### src/rtl/cmdreg_pkg.sv
package cmdreg_pkg;

    localparam int           DATA_W   = 16;
    localparam int           ADDR_W   = 8;
    localparam logic [7:0]   OP_READ  = 8'h03;
    localparam logic [7:0]   OP_WRITE = 8'h02;
    localparam logic [5:0]   LAST_HDR = 6'd15;
    localparam logic [5:0]   LAST_BIT = 6'd31;
    localparam logic [5:0]   FRAME_N  = 6'd32;

    typedef enum logic [1:0] {
        MD_HDR  = 2'd0,
        MD_RD   = 2'd1,
        MD_WR   = 2'd2,
        MD_IGN  = 2'd3
    } mode_e;

    typedef struct packed {
        logic rise;
        logic fall;
        logic sel;
        logic din;
    } pin_evt_t;

    typedef struct packed {
        logic              en;
        logic [ADDR_W-1:0] addr;
        logic [DATA_W-1:0] data;
    } wr_req_t;

    function automatic mode_e decode_op(input logic [7:0] op);
        if (op == OP_READ)       return MD_RD;
        else if (op == OP_WRITE) return MD_WR;
        else                     return MD_IGN;
    endfunction

endpackage

### src/rtl/cmdreg_pin_sync.sv
module cmdreg_pin_sync
    import cmdreg_pkg::*;
#(
    parameter int STAGES = 2
) (
    input  logic     clk,
    input  logic     rst,
    input  logic     sck,
    input  logic     cs_n,
    input  logic     mosi,
    output pin_evt_t ev
);
    logic [STAGES-1:0] sck_p;
    logic [STAGES-1:0] cs_p;
    logic [STAGES-1:0] di_p;
    logic              sck_d;

    always_ff @(posedge clk) begin
        if (rst) begin
            sck_p <= '0;
            cs_p  <= '1;
            di_p  <= '0;
            sck_d <= 1'b0;
        end else begin
            sck_p <= {sck_p[STAGES-2:0], sck};
            cs_p  <= {cs_p[STAGES-2:0], cs_n};
            di_p  <= {di_p[STAGES-2:0], mosi};
            sck_d <= sck_p[STAGES-1];
        end
    end

    always_comb begin
        ev.rise = sck_p[STAGES-1] & ~sck_d;
        ev.fall = ~sck_p[STAGES-1] & sck_d;
        ev.sel  = ~cs_p[STAGES-1];
        ev.din  = di_p[STAGES-1];
    end
endmodule

### src/rtl/cmdreg_frame.sv
module cmdreg_frame
    import cmdreg_pkg::*;
(
    input  logic              clk,
    input  logic              rst,
    input  pin_evt_t          ev,
    input  logic [DATA_W-1:0] rd_data,
    output logic [ADDR_W-1:0] rd_addr,
    output wr_req_t           wr,
    output logic              exec,
    output mode_e             mode,
    output logic              miso
);
    logic [5:0]        cnt;
    logic [15:0]       sh;
    logic [DATA_W-1:0] dout;
    logic              rd_load;
    logic [15:0]       sh_next;

    assign sh_next = {sh[14:0], ev.din};

    always_ff @(posedge clk) begin
        if (rst) begin
            cnt     <= '0;
            sh      <= '0;
            dout    <= '0;
            rd_addr <= '0;
            rd_load <= 1'b0;
            wr      <= '0;
            exec    <= 1'b0;
            mode    <= MD_HDR;
            miso    <= 1'b0;
        end else begin
            wr.en   <= 1'b0;
            exec    <= 1'b0;
            rd_load <= 1'b0;
            if (rd_load) dout <= rd_data;
            if (!ev.sel) begin
                cnt  <= '0;
                mode <= MD_HDR;
                miso <= 1'b0;
            end else begin
                if (ev.rise && cnt < FRAME_N) begin
                    cnt <= cnt + 6'd1;
                    sh  <= sh_next;
                    if (cnt == 6'd7) mode <= decode_op(sh_next[7:0]);
                    if (cnt == LAST_HDR) begin
                        rd_addr <= sh_next[7:0];
                        if (mode == MD_RD) begin
                            exec    <= 1'b1;
                            rd_load <= 1'b1;
                        end
                    end
                    if (cnt == LAST_BIT && mode == MD_WR) begin
                        wr.en   <= 1'b1;
                        wr.addr <= rd_addr;
                        wr.data <= sh_next;
                        exec    <= 1'b1;
                    end
                end
                if (ev.fall && mode == MD_RD) begin
                    if (cnt >= 6'd16 && cnt <= LAST_BIT) miso <= dout[~cnt[3:0]];
                    else                                 miso <= 1'b0;
                end
            end
        end
    end
endmodule

### src/rtl/cmdreg_bank.sv
module cmdreg_bank
    import cmdreg_pkg::*;
#(
    parameter int DEPTH = 8,
    localparam int AW = $clog2(DEPTH)
) (
    input  logic              clk,
    input  logic              rst,
    input  wr_req_t           wr,
    input  logic [ADDR_W-1:0] rd_addr,
    output logic [DATA_W-1:0] rd_data,
    input  logic [AW-1:0]     loc_addr,
    output logic [DATA_W-1:0] loc_rdata
);
    localparam logic [ADDR_W-1:0] LIMIT = ADDR_W'(DEPTH);

    logic [DATA_W-1:0] regs [DEPTH];

    for (genvar g = 0; g < DEPTH; g++) begin : g_word
        always_ff @(posedge clk) begin
            if (rst)
                regs[g] <= '0;
            else if (wr.en && wr.addr < LIMIT && wr.addr[AW-1:0] == AW'(g))
                regs[g] <= wr.data;
        end
    end

    always_comb begin
        if (rd_addr < LIMIT) rd_data = regs[rd_addr[AW-1:0]];
        else                 rd_data = '0;
    end

    always_ff @(posedge clk) begin
        if (rst) loc_rdata <= '0;
        else     loc_rdata <= regs[loc_addr];
    end
endmodule

### src/rtl/cmdreg_ready.sv
module cmdreg_ready #(
    parameter int HOLD = 4,
    localparam int CW = $clog2(HOLD + 1)
) (
    input  logic clk,
    input  logic rst,
    input  logic exec,
    output logic ready
);
    logic [CW-1:0] busy;

    always_ff @(posedge clk) begin
        if (rst)              busy <= '0;
        else if (exec)        busy <= CW'(HOLD);
        else if (busy != '0)  busy <= busy - CW'(1);
    end

    assign ready = (busy == '0);
endmodule

### src/rtl/cmdreg_spi_slave.sv
module cmdreg_spi_slave
    import cmdreg_pkg::*;
#(
    parameter int DEPTH       = 8,
    parameter int READY_HOLD  = 4,
    parameter int SYNC_STAGES = 2,
    localparam int AW = $clog2(DEPTH)
) (
    input  logic              clk,
    input  logic              rst,
    input  logic              sck,
    input  logic              cs_n,
    input  logic              mosi,
    output logic              miso,
    output logic              ready,
    input  logic [AW-1:0]     loc_addr,
    output logic [DATA_W-1:0] loc_rdata
);
    pin_evt_t          ev;
    wr_req_t           wr_q;
    logic              exec_p;
    mode_e             frm_mode;
    logic [ADDR_W-1:0] rd_addr;
    logic [DATA_W-1:0] rd_data;

    cmdreg_pin_sync #(.STAGES(SYNC_STAGES)) u_sync (
        .clk(clk), .rst(rst), .sck(sck), .cs_n(cs_n), .mosi(mosi), .ev(ev)
    );

    cmdreg_frame u_frame (
        .clk(clk), .rst(rst), .ev(ev), .rd_data(rd_data), .rd_addr(rd_addr),
        .wr(wr_q), .exec(exec_p), .mode(frm_mode), .miso(miso)
    );

    cmdreg_bank #(.DEPTH(DEPTH)) u_bank (
        .clk(clk), .rst(rst), .wr(wr_q), .rd_addr(rd_addr), .rd_data(rd_data),
        .loc_addr(loc_addr), .loc_rdata(loc_rdata)
    );

    cmdreg_ready #(.HOLD(READY_HOLD)) u_ready (
        .clk(clk), .rst(rst), .exec(exec_p), .ready(ready)
    );
endmodule

### config.mk
export PLATFORM = sky130hd
export DESIGN_NAME = cmdreg_spi_slave
export DESIGN_NICKNAME = d
export VERILOG_FILES = /design/src/rtl/cmdreg_pkg.sv /design/src/rtl/cmdreg_pin_sync.sv /design/src/rtl/cmdreg_frame.sv /design/src/rtl/cmdreg_bank.sv /design/src/rtl/cmdreg_ready.sv /design/src/rtl/cmdreg_spi_slave.sv
export SDC_FILE = /design/constraint.sdc
export NUM_CORES = 1
export LEC_CHECK = 0
export ABC_AREA = 1
export ABC_CLOCK_PERIOD_IN_PS = 4100
export BUFFER_PORTS_ARGS = -buffer_cell sky130_fd_sc_hd__buf_2
export CORE_ASPECT_RATIO = 0.9
export CORE_MARGIN = 2
export CORE_UTILIZATION = 30
export DETAILED_ROUTE_END_ITERATION = 8
export GPL_TIMING_DRIVEN = 0
export HOLD_SLACK_MARGIN = 0.1
export PLACE_DENSITY = 0.47
export SETUP_SLACK_MARGIN = 0.4
export SLEW_MARGIN = 20
export SYNTH_ARGS = -nofsm -noshare
export SYNTH_HDL_FRONTEND = slang
export SYNTH_SLANG_ARGS = --single-unit
### constraint.sdc
create_clock -name clk -period 4.1 [get_ports clk]
set_clock_uncertainty 0.2 [all_clocks]
set_input_delay 0.41 -clock clk [delete_from_list [all_inputs] [get_ports clk]]
set_output_delay 0.41 -clock clk [all_outputs]
set_load 0.005 [all_outputs]
# Word-level counts from Yosys, hierarchy flattened
# Memories as Yosys holds them, arrays and structs flattened. A register that Yosys moved wholly into a read port is not among the register bits.
# Cells that the tools add are included.
[totals] register_bits=85 mem_count=1 elab_cells=127 ramBits=128
[classes] eq_ne=14 n_lt_le_gt_ge=6 bitwise_logic=15 n_addsub=2 reduce_logical=24 n_mux=48
[memory_table] memory="u_bank.regs" depth=8 word_bits=16 rd=2 rd_clocked_by_memory_dff=2 wr=8 line="cmdreg_bank.sv:17" rtl="logic [DATA_W-1:0] regs [DEPTH];"
[ops] cell="16-bit two-way mux" n=9
[ops] cell="1-bit two-way mux" n=32
[ops] cell="25-bit two-way mux" n=1
[ops] cell="8-bit by 2-bit equality test with 1-bit output (second input constant)" n=2
[ops] cell="8-bit by 4-bit less-than comparator with 1-bit output (second input constant)" n=2
[ops] cell="1-bit logical AND" n=13
[ops] cell="3-bit equality test (second input constant)" n=4
[ops] cell="3-bit two-way mux" n=4
[ops] cell="1-bit OR" n=8
[ops] cell="6-bit by 1-bit adder with 6-bit output (second input constant)" n=1
[ops] cell="3-bit by 2-bit equality test with 1-bit output (second input constant)" n=2
[ops] cell="6-bit by 3-bit equality test with 1-bit output (second input constant)" n=1
[ops] cell="6-bit by 4-bit equality test with 1-bit output (second input constant)" n=1
[ops] cell="6-bit by 5-bit equality test with 1-bit output (second input constant)" n=1
[ops] cell="6-bit by 5-bit greater-or-equal comparator with 1-bit output (second input constant)" n=1
[ops] cell="6-bit by 5-bit <= comparator with 1-bit output (second input constant)" n=1
[ops] cell="3-bit zero test" n=2
[ops] cell="6-bit less-than comparator (second input constant)" n=1
[ops] cell="3-bit AND reduction" n=2
[ops] cell="4-bit by 5-bit less-than comparator with 1-bit output (second input constant)" n=1
[ops] cell="1-bit binary-select mux with 4-bit select" n=1
[ops] cell="1-bit inverter" n=4
[ops] cell="4-bit inverter" n=1
[ops] cell="2-bit AND reduction" n=2
[ops] cell="10 further kinds" n=12

# Depth between registers and ports, before layout
# Gate-level depths: netlist (run 1).
[depth] ltp_word=7 ltp_mapped=11 ltp_nobuf=9

# Cells and area by module
# A second synthesis (run 1) with hierarchy kept.
[hier_totals] hier_cells=1464 hier_area_um2=11498.5
[modules_own_cells] mod="cmdreg_bank" area_each_um2=8100.3 instances=1 seq_area_each_um2=4164.0 cells_per_inst=1053
[modules_own_cells] mod="cmdreg_frame" area_each_um2=3004.1 instances=1 seq_area_each_um2=1501.4 cells_per_inst=358
[modules_own_cells] mod="cmdreg_pin_sync" area_each_um2=219.0 instances=1 seq_area_each_um2=140.1 cells_per_inst=27
[modules_own_cells] mod="cmdreg_ready" area_each_um2=175.2 instances=1 seq_area_each_um2=60.1 cells_per_inst=26

# Worst setup path after synthesis (run 1)
# OpenSTA, ideal clock, no wires.
[synth_timing] path_type="register to register" start="register u_frame.wr[22] (netlist name)" end="memory u_bank.regs[0][0] (enable)" required_ps=3489 arrival_time_ps=2226 slack_ps=1263 synth_period_minus_slack_ps=2837 setup_ps=411 stages_incl_launch_ff=7 n_path_buf=0 path_cell_list="dfxtp_1 > or2_1 > nor4_2 > nand2_1 > nor2_4 > inv_1 > o21ai_0"
[synth_rtl] item="to (decl)" line="cmdreg_bank.sv:17"

==> flow_summary.yaml, run 1 <==
status:
  status: "completed"
timing:
  fin_setup_tns_ns: 0
  rsz0062_at_grt: "false"
  relSlewSlack: 0.365
  final_max_slew_viol_count: 0
  worst_hold_slack_ns: 0.205
  tightest_slew_ns: 0.951
  fin_crit_sh: 0.795
  layout_min_cycle_time_ns: 3.26
  setup_viol: 0
  hold_viol_final: 0
  fmax_mhz: 307
synth:
  avgSynthCellArea_um2: 8.58
  yosys_warnings: 0
  yosys.cell_types.count: 29
  yosysSeqAreaShare: 0.570
  synthSimpleGateAreaFrac: 0.186
  synth_nets: 1223
  netlist_area_um2: 10400
  synth_mux_area_frac: 0
  synth-xor-area-share: 0
  synthCells: 1211
  synth_compound_area_frac: 0.173
  ys_seq_elements: 232
  synth_top_family_by_area: "simple AND/OR/NAND/NOR gates"
  synthAdderAreaFrac: 0.00481
drt:
  drc: 0
  met1_length_um: 16200
  antenna_left: 0
  wl_per_cell_um: 20.0
  vias: 8828
  drt-initial-drc-count: 946
  wl_met2_um: 14900
  drt-vias-per-instance: 5.03
  routed_wl_um: 35100
  dr_wl_met3_um: 2680
  first_pass_iters: 7
  routed.top_layer: "met4"
critical_path:
  path_cells: "dlygate4sd3_1 > buf_2 > inv_1 > buf_2 > clkbuf_1 > nand2_1"
  rr_worst_depth: 7
  critPathKind: "in2reg"
  crit_top_cell: "buf_2"
  cp-startpoint: "rst"
  critPathSlowestCell: "nand2_1"
  crit_fanout: 16
  r2r_end: "u_bank.regs[0][9]"
  reg2reg_from: "u_frame.wr[22]"
  cp-start-kind: "input port"
  r2r_slack_ns: 1.53
  max_stage_delay_ns: 0.77
  required_ns: 3.95
  cp-endpoint: "u_bank.regs[1][11]"
  worstSetupEndpointType: "register"
  critPathArrivalTime_ns: 3.11
pwr:
  p_comb_frac: 0.054
  p_int_uw: 4360
  switchingPower_uw: 1240
  powerDensity_nw_per_um2: 457
  p_leak_uw: 0.00424
  p_clk_frac: 0.487
  swShare: 0.221
  ir_drop_mv: 0.260
  seq_power_share: 0.459
layout:
  fill_cells: 3527
  diodes: 0
  fin_cells: 1756
  drive_above_1_share: 0.0935
  fin_util: 0.360
  nets: 1286
  area_growth_pct: 17.8
floorplanning:
  initial_core_util: 0.305
  coreArea_um2: 34000
  placementRows: 64
  die_area_um2: 36200
  die_h_um: 181
  die_x_um: 200
  pin_count: 26
cts:
  clk_pin_slew_ns: 0.06
  cts_max_path_buffers: 3
  cts_tree: "yes"
  cts_hold_buffers: 4
  cts_root_buf: "clkbuf_16"
  clock_latency_ns: 0.53
  cts_resized: 0
  cts_setup_buffers: 0
  cts-buffers-inserted: 26
  htree_levels: 1
  cts.sinks: 232
placed_design:
  dp.cells: 1704
  place_hpwl_um: 25200
  portBuffers: 25
  gp_congestion: 0.890
global_routing:
  antenna_found_initial: 0
  grt.total_usage: 0.192
  grt_pass1_vias: 8539
  grt_max_degree: 17
  grt_first_pass_wirelength_um: 53100
  overflow: 0
hold_path:
  worstHoldPathType: "reg2reg"
  worstHoldStart: "u_sync.sck_p[0]"
job:
  drv_cap: 0
==> worst min path at each step <==
stage / end / cells after the start
2_1_floorplan: u_sync.di_p[1] / 2
3_3_place_gp: u_sync.cs_p[1] / 1
3_5_place_dp: u_sync.sck_p[1] / 2
4_1_cts: u_sync.sck_p[1] / 2
5_1_grt: u_sync.cs_p[1] / 1
6_report: u_sync.sck_p[1] / 2
==> area by class of cell <==
class / instances / area, µm² / area share
buffer: 76 / 369 / 0.0301
sequential: 232 / 5930 / 0.484
clock inverter: 18 / 290 / 0.0237
timing repair buffer: 35 / 244 / 0.0199
inverter: 85 / 319 / 0.0261
tap: 462 / 578 / 0.0472
multi-input combinational: 818 / 3810 / 0.311
clock buffer: 30 / 708 / 0.0578
==> cells by family after synthesis <==
logic type / after synthesis
buf+inv: 161
flops: 232
compound gates: 337
fa+ha+maj: 4
simple gates: 477
==> registers in the layout, indices dropped and copies added, names as in the netlist, named ones only <==
register and count:
u_frame.cnt 6, u_sync.di_p 2, u_frame.sh 15, u_frame.miso 1, u_sync.sck_p 2, u_frame.dout 16
u_sync.sck_d 1, u_frame.rd_addr 8, u_bank.loc_rdata 16, u_sync.cs_p 2, u_frame.rd_load 1, u_frame.wr 25
u_ready.busy 3, u_bank.regs 128, u_frame.exec 1, u_frame.mode 2
==> layout by cell type (no fill, tap or decap), types with 3 or more instances in the layout <==
cell type | netlist | layout
a211oi_1 | 3 | 3
a21oi_1 | 67 | 67
a31oi_1 | 15 | 15
buf_1 | 9 | 9
buf_2 | 13 | 38
buf_6 | 8 | 11
buf_8 | 0 | 3
bufinv_16 | 0 | 8
clkbuf_1 | 44 | 46
clkbuf_16 | 0 | 28
clkinv_1 | 2 | 4
clkinv_2 | 0 | 7
dfxtp_1 | 104 | 104
dlygate4sd3_1 | 0 | 4
edfxtp_1 | 128 | 128
ha_1 | 4 | 4
inv_1 | 82 | 82
nand2_1 | 58 | 58
nand3_1 | 39 | 39
nand3_2 | 8 | 8
nor2_1 | 358 | 358
o211ai_1 | 32 | 32
o21ai_0 | 219 | 213
o21ai_2 | 0 | 6
or2_2 | 3 | 3
==> per-layer routing <==
layer / up-vias / track usage
li1: 4229 / -
met1: 4199 / 0.275
met2: 337 / 0.291
met3: 63 / 0.0311
met4: 0 / 0.0719
met5: - / 0
==> critical path: cells and delay by family <==
| kind | cells | cell delay (ns) |
|---|---|---|
| simple gates | 1 | 0.77 |
| buf+inv | 5 | 1.90 |
==> cells in the mapped netlist <==
| library cell | count | share of area |
|---|---|---|
| ha_1 | 4 | 0.0048 |
| nand4_1 | 2 | 0.0012 |
| nor3_1 | 2 | 0.00096 |
| or2_1 | 1 | 0.00060 |
| dfxtp_1 | 104 | 0.20 |
| nor2_2 | 1 | 0.00060 |
| buf_2 | 13 | 0.0063 |
| inv_1 | 82 | 0.030 |
| nand3_1 | 39 | 0.019 |
| nor4_2 | 1 | 0.0012 |
| buf_6 | 8 | 0.0087 |
| nand2_1 | 58 | 0.021 |
| or2_2 | 3 | 0.0018 |
| a21oi_1 | 67 | 0.032 |
| clkinv_1 | 2 | 0.00072 |
| o21ai_0 | 219 | 0.11 |
| nor4_1 | 2 | 0.0012 |
| buf_4 | 2 | 0.0014 |
| a211oi_1 | 3 | 0.0022 |
| nor2_4 | 2 | 0.0022 |
| nand3_2 | 8 | 0.0077 |
| nor2_1 | 358 | 0.13 |
| buf_1 | 9 | 0.0032 |
| a31oi_1 | 15 | 0.0090 |
| o22ai_1 | 1 | 0.00060 |
| edfxtp_1 | 128 | 0.37 |
| clkbuf_1 | 44 | 0.016 |
| o211ai_1 | 32 | 0.023 |
| inv_2 | 1 | 0.00036 |
==> power groups by stage <==
stage                     logic, µW  clock network (µW)  registers [µW]
after global placement          284                   0            2620
after floorplan                 177                   0            2600
final                           302                2730            2570
after global routing            341                2850            2570
after CTS                       301                2760            2560
after detailed placement        297                   0            2610
==> through the flow <==
step	setup WS (ns)	total power [µW]	cell area [µm²]
2_1_floorplan	1.26	2780	10400
3_3_place_gp	-0.0164	2900	11100
3_5_place_dp	0.883	2910	11200
4_1_cts	0.879	5630	12200
5_1_grt	0.714	5760	12200
6_report	0.839	5590	12200
(Power assumes the default switching activity.)
==> inputs of run 2 (changes only) <==
--- a/config.mk
+++ b/config.mk
@@ -6,7 +6,7 @@
 export NUM_CORES = 1
 export LEC_CHECK = 0
 export ABC_AREA = 1
-export ABC_CLOCK_PERIOD_IN_PS = 4100
+export ABC_CLOCK_PERIOD_IN_PS = 3000
 export BUFFER_PORTS_ARGS = -buffer_cell sky130_fd_sc_hd__buf_2
 export CORE_ASPECT_RATIO = 0.9
 export CORE_MARGIN = 2
==> constraint.sdc (replaced) <==
create_clock -name clk -period 3 [get_ports clk]
set_clock_uncertainty 0.2 [all_clocks]
set_input_delay 0.3 -clock clk [delete_from_list [all_inputs] [get_ports clk]]
set_output_delay 0.3 -clock clk [all_outputs]
set_load 0.005 [all_outputs]
==> run 2 against run 1 <==
Compared with the run above: sequential cell count is the same; clock power grew 36%; routed wire length grew 0.17%; non-clock buffer count is the same; final area grew 0.14%; critical path type is now reg2reg; largest cell class unchanged; largest power group unchanged.
==> flow_summary.yaml, run 2 (same netlist as run 1, synthesis figures left out) <==
cts:
  clock_latency_ns: 0.54
  cts_max_path_buffers: 3
  cts.sinks: 232
  clk_pin_slew_ns: 0.06
  cts_tree: "yes"
  cts_root_buf: "clkbuf_16"
  htree_levels: 1
  cts-buffers-inserted: 26
drt:
  wl_per_cell_um: 20.0
  first_pass_iters: 5
  routed_wl_um: 35200
  drc: 0
  vias: 8811
  antenna_left: 0
  drt-vias-per-instance: 5.02
  drt-initial-drc-count: 997
timing:
  worst_slack_ns: 0.445
  fmax_mhz: 391
  setup_viol: 0
  tightest_slew_ns: 0.862
  fin_crit_sh: 0.852
  relSlewSlack: 0.425
  final_max_slew_viol_count: 0
  hold_viol_final: 0
  rsz0062_at_grt: "true"
  layout_min_cycle_time_ns: 2.55
floorplanning:
  placementRows: 64
  die_area_um2: 36200
  die_h_um: 181
  initial_core_util: 0.305
  die_x_um: 200
  pin_count: 26
  coreArea_um2: 34000
global_routing:
  grt_pass1_vias: 8539
  grt.total_usage: 0.193
  overflow: 0
  antenna_found_initial: 0
  grt_max_degree: 17
  grt_first_pass_wirelength_um: 53200
critical_path:
  path_cells: "clkbuf_1 > inv_1 > clkbuf_1 > o211ai_1 > nand3_1 > a21oi_1"
  max_stage_delay_ns: 0.43
  critPathSlowestCell: "clkbuf_1"
  required_ns: 3.26
  critPathKind: "reg2reg"
  crit_top_cell: "clkbuf_1"
  cp-start-kind: "register"
  crit_fanout: 10
  critPathArrivalTime_ns: 2.82
  worstSetupEndpointType: "register"
pwr:
  ir_drop_mv: 0.362
  p_leak_uw: 0.00424
  powerDensity_nw_per_um2: 624
layout:
  final_common_cell: "nor2_1"
  area_growth_pct: 17.9
  diodes: 0
  reg.largest.list: "u_bank.regs x128, u_frame.wr x25"
  layout_common_cells: "nor2_1, o21ai_0, edfxtp_1"
  fin_util: 0.360
  drive_above_1_share: 0.0943
  multi_input_area_um2: 3830
  nets: 1286
  largest_reg_flops: 128
  seq_area_um2: 5930
  regMostFlops: "u_bank.regs"
  fill_cells: 3527
job:
  drv_cap: 0
placed_design:
  place_hpwl_um: 25200
  dp_slack_ns: -0.107
  gp_congestion: 0.890
  portBuffers: 25
status:
  status: "completed"
hold_path:
  worstHoldPathType: "in2reg"
[run 2: cell counts in the layout (fill, tap and decap cells not counted)]
No cell type changed its count.
[run 2: area by class of cell]
| cell class | count | area share |
|---|---|---|
| Timing Repair Buffer | 35 | 0.0199 |
| Clock buffer | 30 | 0.0578 |
| Tap cell | 462 | 0.0471 |
| Inverter | 85 | 0.0260 |
| Clock inverter | 18 | 0.0237 |
| Multi-Input combinational cell | 818 | 0.312 |
| Sequential cell | 232 | 0.483 |
| Buffer | 76 | 0.0301 |
[run 2: stage by stage]
stage / power [µW] / area (µm²) / hold WS, ns / cells / TNS, ns
floorplan: 3800 / 10400 / 0.188 / 1211 / 0
global route: 7880 / 12300 / 0.194 / 1756 / 0
detailed placement: 3980 / 11200 / 0.196 / 1704 / -1.69
CTS: 7690 / 12200 / 0.136 / 1756 / 0
finish: 7650 / 12300 / 0.144 / 1756 / 0
global placement: 3960 / 11100 / 0.193 / 1698 / -82.82
[run 2: worst paths after layout]
kind / from / end / slack, ns / cells past startpoint
max: register / u_frame.dout[11] / 0.45 / 6
min: rst / u_frame.dout[0] / 0.14 / 3
max reg2reg: register / u_frame.dout[11] / 0.45 / 6
min reg2reg: u_sync.sck_p[0] / u_sync.sck_p[1] / 0.20 / 2
[run 2: power breakdown]
| group | switching, µW | internal [µW] |
|---|---|---|
| logic | 284 | 131 |
| clock network | 1350 | 2370 |
| registers | 56.1 | 3450 |
[run 2: routing by layer]
metal | vias to the layer above | GRT usage | share of wire | wire [µm]
li1 | 4221 | - | - | -
met2 | 330 | 0.292 | 0.42 | 14900
met4 | 0 | 0.0719 | 0.038 | 1350
met3 | 72 | 0.0311 | 0.071 | 2500
met1 | 4188 | 0.276 | 0.47 | 16400
met5 | - | 0 | 0 | 0
[run 2: worst max-delay path, delay by kind of cell (launching register included)]
family                 cells  cell delay (ns)
AOI/OAI and AO/OA          2             0.47
buffers and inverters      3             1.17
DFF                        1             0.35
and+or+nand+nor            1             0.28
[run 2: what timing repair did]
item	in CTS	in global routing
hold buffers	4	0
gates resized for setup	0	3
endpoints found under the setup margin	0	34
endpoints found under the hold margin	14	0
setup buffers	0	0
==> inputs of run 3 (changes only) <==
--- a/config.mk
+++ b/config.mk
@@ -8,13 +8,14 @@
 export ABC_AREA = 1
 export ABC_CLOCK_PERIOD_IN_PS = 3000
 export BUFFER_PORTS_ARGS = -buffer_cell sky130_fd_sc_hd__buf_2
+export CAP_MARGIN = 20
 export CORE_ASPECT_RATIO = 0.9
 export CORE_MARGIN = 2
-export CORE_UTILIZATION = 30
+export CORE_UTILIZATION = 31
 export DETAILED_ROUTE_END_ITERATION = 8
 export GPL_TIMING_DRIVEN = 0
 export HOLD_SLACK_MARGIN = 0.1
-export PLACE_DENSITY = 0.47
+export PLACE_DENSITY_LB_ADDON = 0.12
 export SETUP_SLACK_MARGIN = 0.4
 export SLEW_MARGIN = 20
 export SYNTH_ARGS = -nofsm -noshare
==> run 3 against run 2 <==
Compared with the run above: global-route usage grew 1.2 points; power fell by 1.1%; cell count down 2.1%; first-iteration DRC count shrank 18%; sequential power barely moved; non-clock buffer count rose by 1; highest routed layer unchanged.
==> flow_summary.yaml, run 3 (same netlist as run 1, synthesis figures left out) <==
drt:
  drt-initial-drc-count: 818
  drc: 0
  first_pass_iters: 6
  vias: 8832
  wl_per_cell_um: 21.0
  antenna_left: 0
  drt-vias-per-instance: 5.14
  routed_wl_um: 36000
cts:
  cts_tree: "yes"
  htree_levels: 1
  cts.sinks: 232
  cts-buffers-inserted: 27
  clock_latency_ns: 0.55
  clk_pin_slew_ns: 0.06
  cts_max_path_buffers: 3
  cts_root_buf: "clkbuf_16"
pwr:
  powerDensity_nw_per_um2: 620
  ir_drop_mv: 0.377
  p_leak_uw: 0.00423
placed_design:
  place_hpwl_um: 25800
  gp_congestion: 0.859
  portBuffers: 25
global_routing:
  grt_max_degree: 17
  grt_first_pass_wirelength_um: 52800
  grt.total_usage: 0.205
  antenna_found_initial: 0
  grt_pass1_vias: 8167
  overflow: 0
timing:
  rsz0062_at_grt: "false"
  hold_viol_final: 0
  relSlewSlack: 0.435
  fin_crit_sh: 0.850
  worst_hold_slack_ns: 0.195
  setup_viol: 0
  layout_min_cycle_time_ns: 2.55
  final_max_slew_viol_count: 0
  tightest_slew_ns: 0.847
  fmax_mhz: 392
floorplanning:
  die_h_um: 178
  die_x_um: 197
  placementRows: 63
  coreArea_um2: 32900
  die_area_um2: 35000
  pin_count: 26
  initial_core_util: 0.316
layout:
  reg.largest.list: "u_bank.regs x128, u_frame.wr x25"
  diodes: 0
  nets: 1288
  area_growth_pct: 17.2
  drive_above_1_share: 0.0964
  regMostFlops: "u_bank.regs"
  largest_reg_flops: 128
  layout_common_cells: "nor2_1, o21ai_0, edfxtp_1"
  final_common_cell: "nor2_1"
  fin_util: 0.370
critical_path:
  worstSetupEndpointType: "register"
  required_ns: 3.27
  cp-start-kind: "register"
  critPathArrivalTime_ns: 2.82
  crit_fanout: 10
  critPathKind: "reg2reg"
hold_path:
  worstHoldPathType: "in2reg"
job:
  drv_cap: 0
status:
  status: "completed"
[run 3: changes by cell type in the layout (fill, tap and decap cells not counted), sizes merged]
cell	previous run	this run
clkinvlp	1	3
bufinv	8	5
clkinv	11	7
dlygate4sd3	4	5
inv	83	86
clkbuf	74	78
[run 3: worst max-delay path, stage by stage (launching register included)]
cell and delay, ns:
dfxtp_1 0.34, clkbuf_1 0.48, inv_1 0.35, clkbuf_1 0.39, o211ai_1 0.29, nand3_1 0.23
a21oi_1 0.18
[run 3: layout make-up]
| type | instances | area (µm²) |
|---|---|---|
| Fill cell | 3394 | 20800 |
| Sequential cell | 232 | 5930 |
| Multi-Input combinational cell | 818 | 3810 |
| Clock buffer | 34 | 763 |
| Tap cell | 422 | 528 |
| Buffer | 76 | 369 |
| Inverter | 85 | 319 |
| Timing Repair Buffer | 36 | 243 |
| Clock inverter | 16 | 226 |
[run 3: metal layers]
layer	routed length, µm	global-route usage	up-vias
li1	-	-	4227
met1	17300	0.301	4241
met2	15400	0.306	300
met3	2070	0.0260	64
met4	1260	0.0755	0
met5	0	0	-
[run 3: power by group]
group / internal, µW / switching (µW) / leakage, µW
Sequential: 3450 / 55.8 / 0.00213
Combinational: 129 / 286 / 0.00162
Clock: 2240 / 1400 / 0.000480
[run 3: stage by stage]
step | cell area, µm² | setup slack [ns] | setup TNS, ns | total power [µW] | cells
5_1_grt | 12200 | 0.431 | 0 | 7790 | 1719
3_5_place_dp | 11100 | -0.157 | -2.48 | 3980 | 1664
4_1_cts | 12200 | 0.417 | 0 | 7610 | 1719
6_report | 12200 | 0.449 | 0 | 7560 | 1719
2_1_floorplan | 10400 | 0.163 | 0 | 3800 | 1211
3_3_place_gp | 11000 | -1.18 | -84.53 | 3970 | 1658
[run 3: what timing repair did]
action | CTS | global route
resized for setup | 0 | 1
setup endpoints to repair | 0 | 16
hold buffers | 5 | 0
hold endpoints to repair | 15 | 0
buffers inserted | 0 | 0
[run 3: path summary, 6_finish.rpt]
| check | from | to | slack (ns) | cells after the start |
|---|---|---|---|---|
| setup / recovery | register | u_frame.dout[13] | 0.45 | 6 |
| hold / removal | rst | u_frame.dout[2] | 0.20 | 3 |
| setup reg to reg | register | u_frame.dout[13] | 0.45 | 6 |
| hold reg to reg | u_sync.sck_p[0] | u_sync.sck_p[1] | 0.20 | 2 |
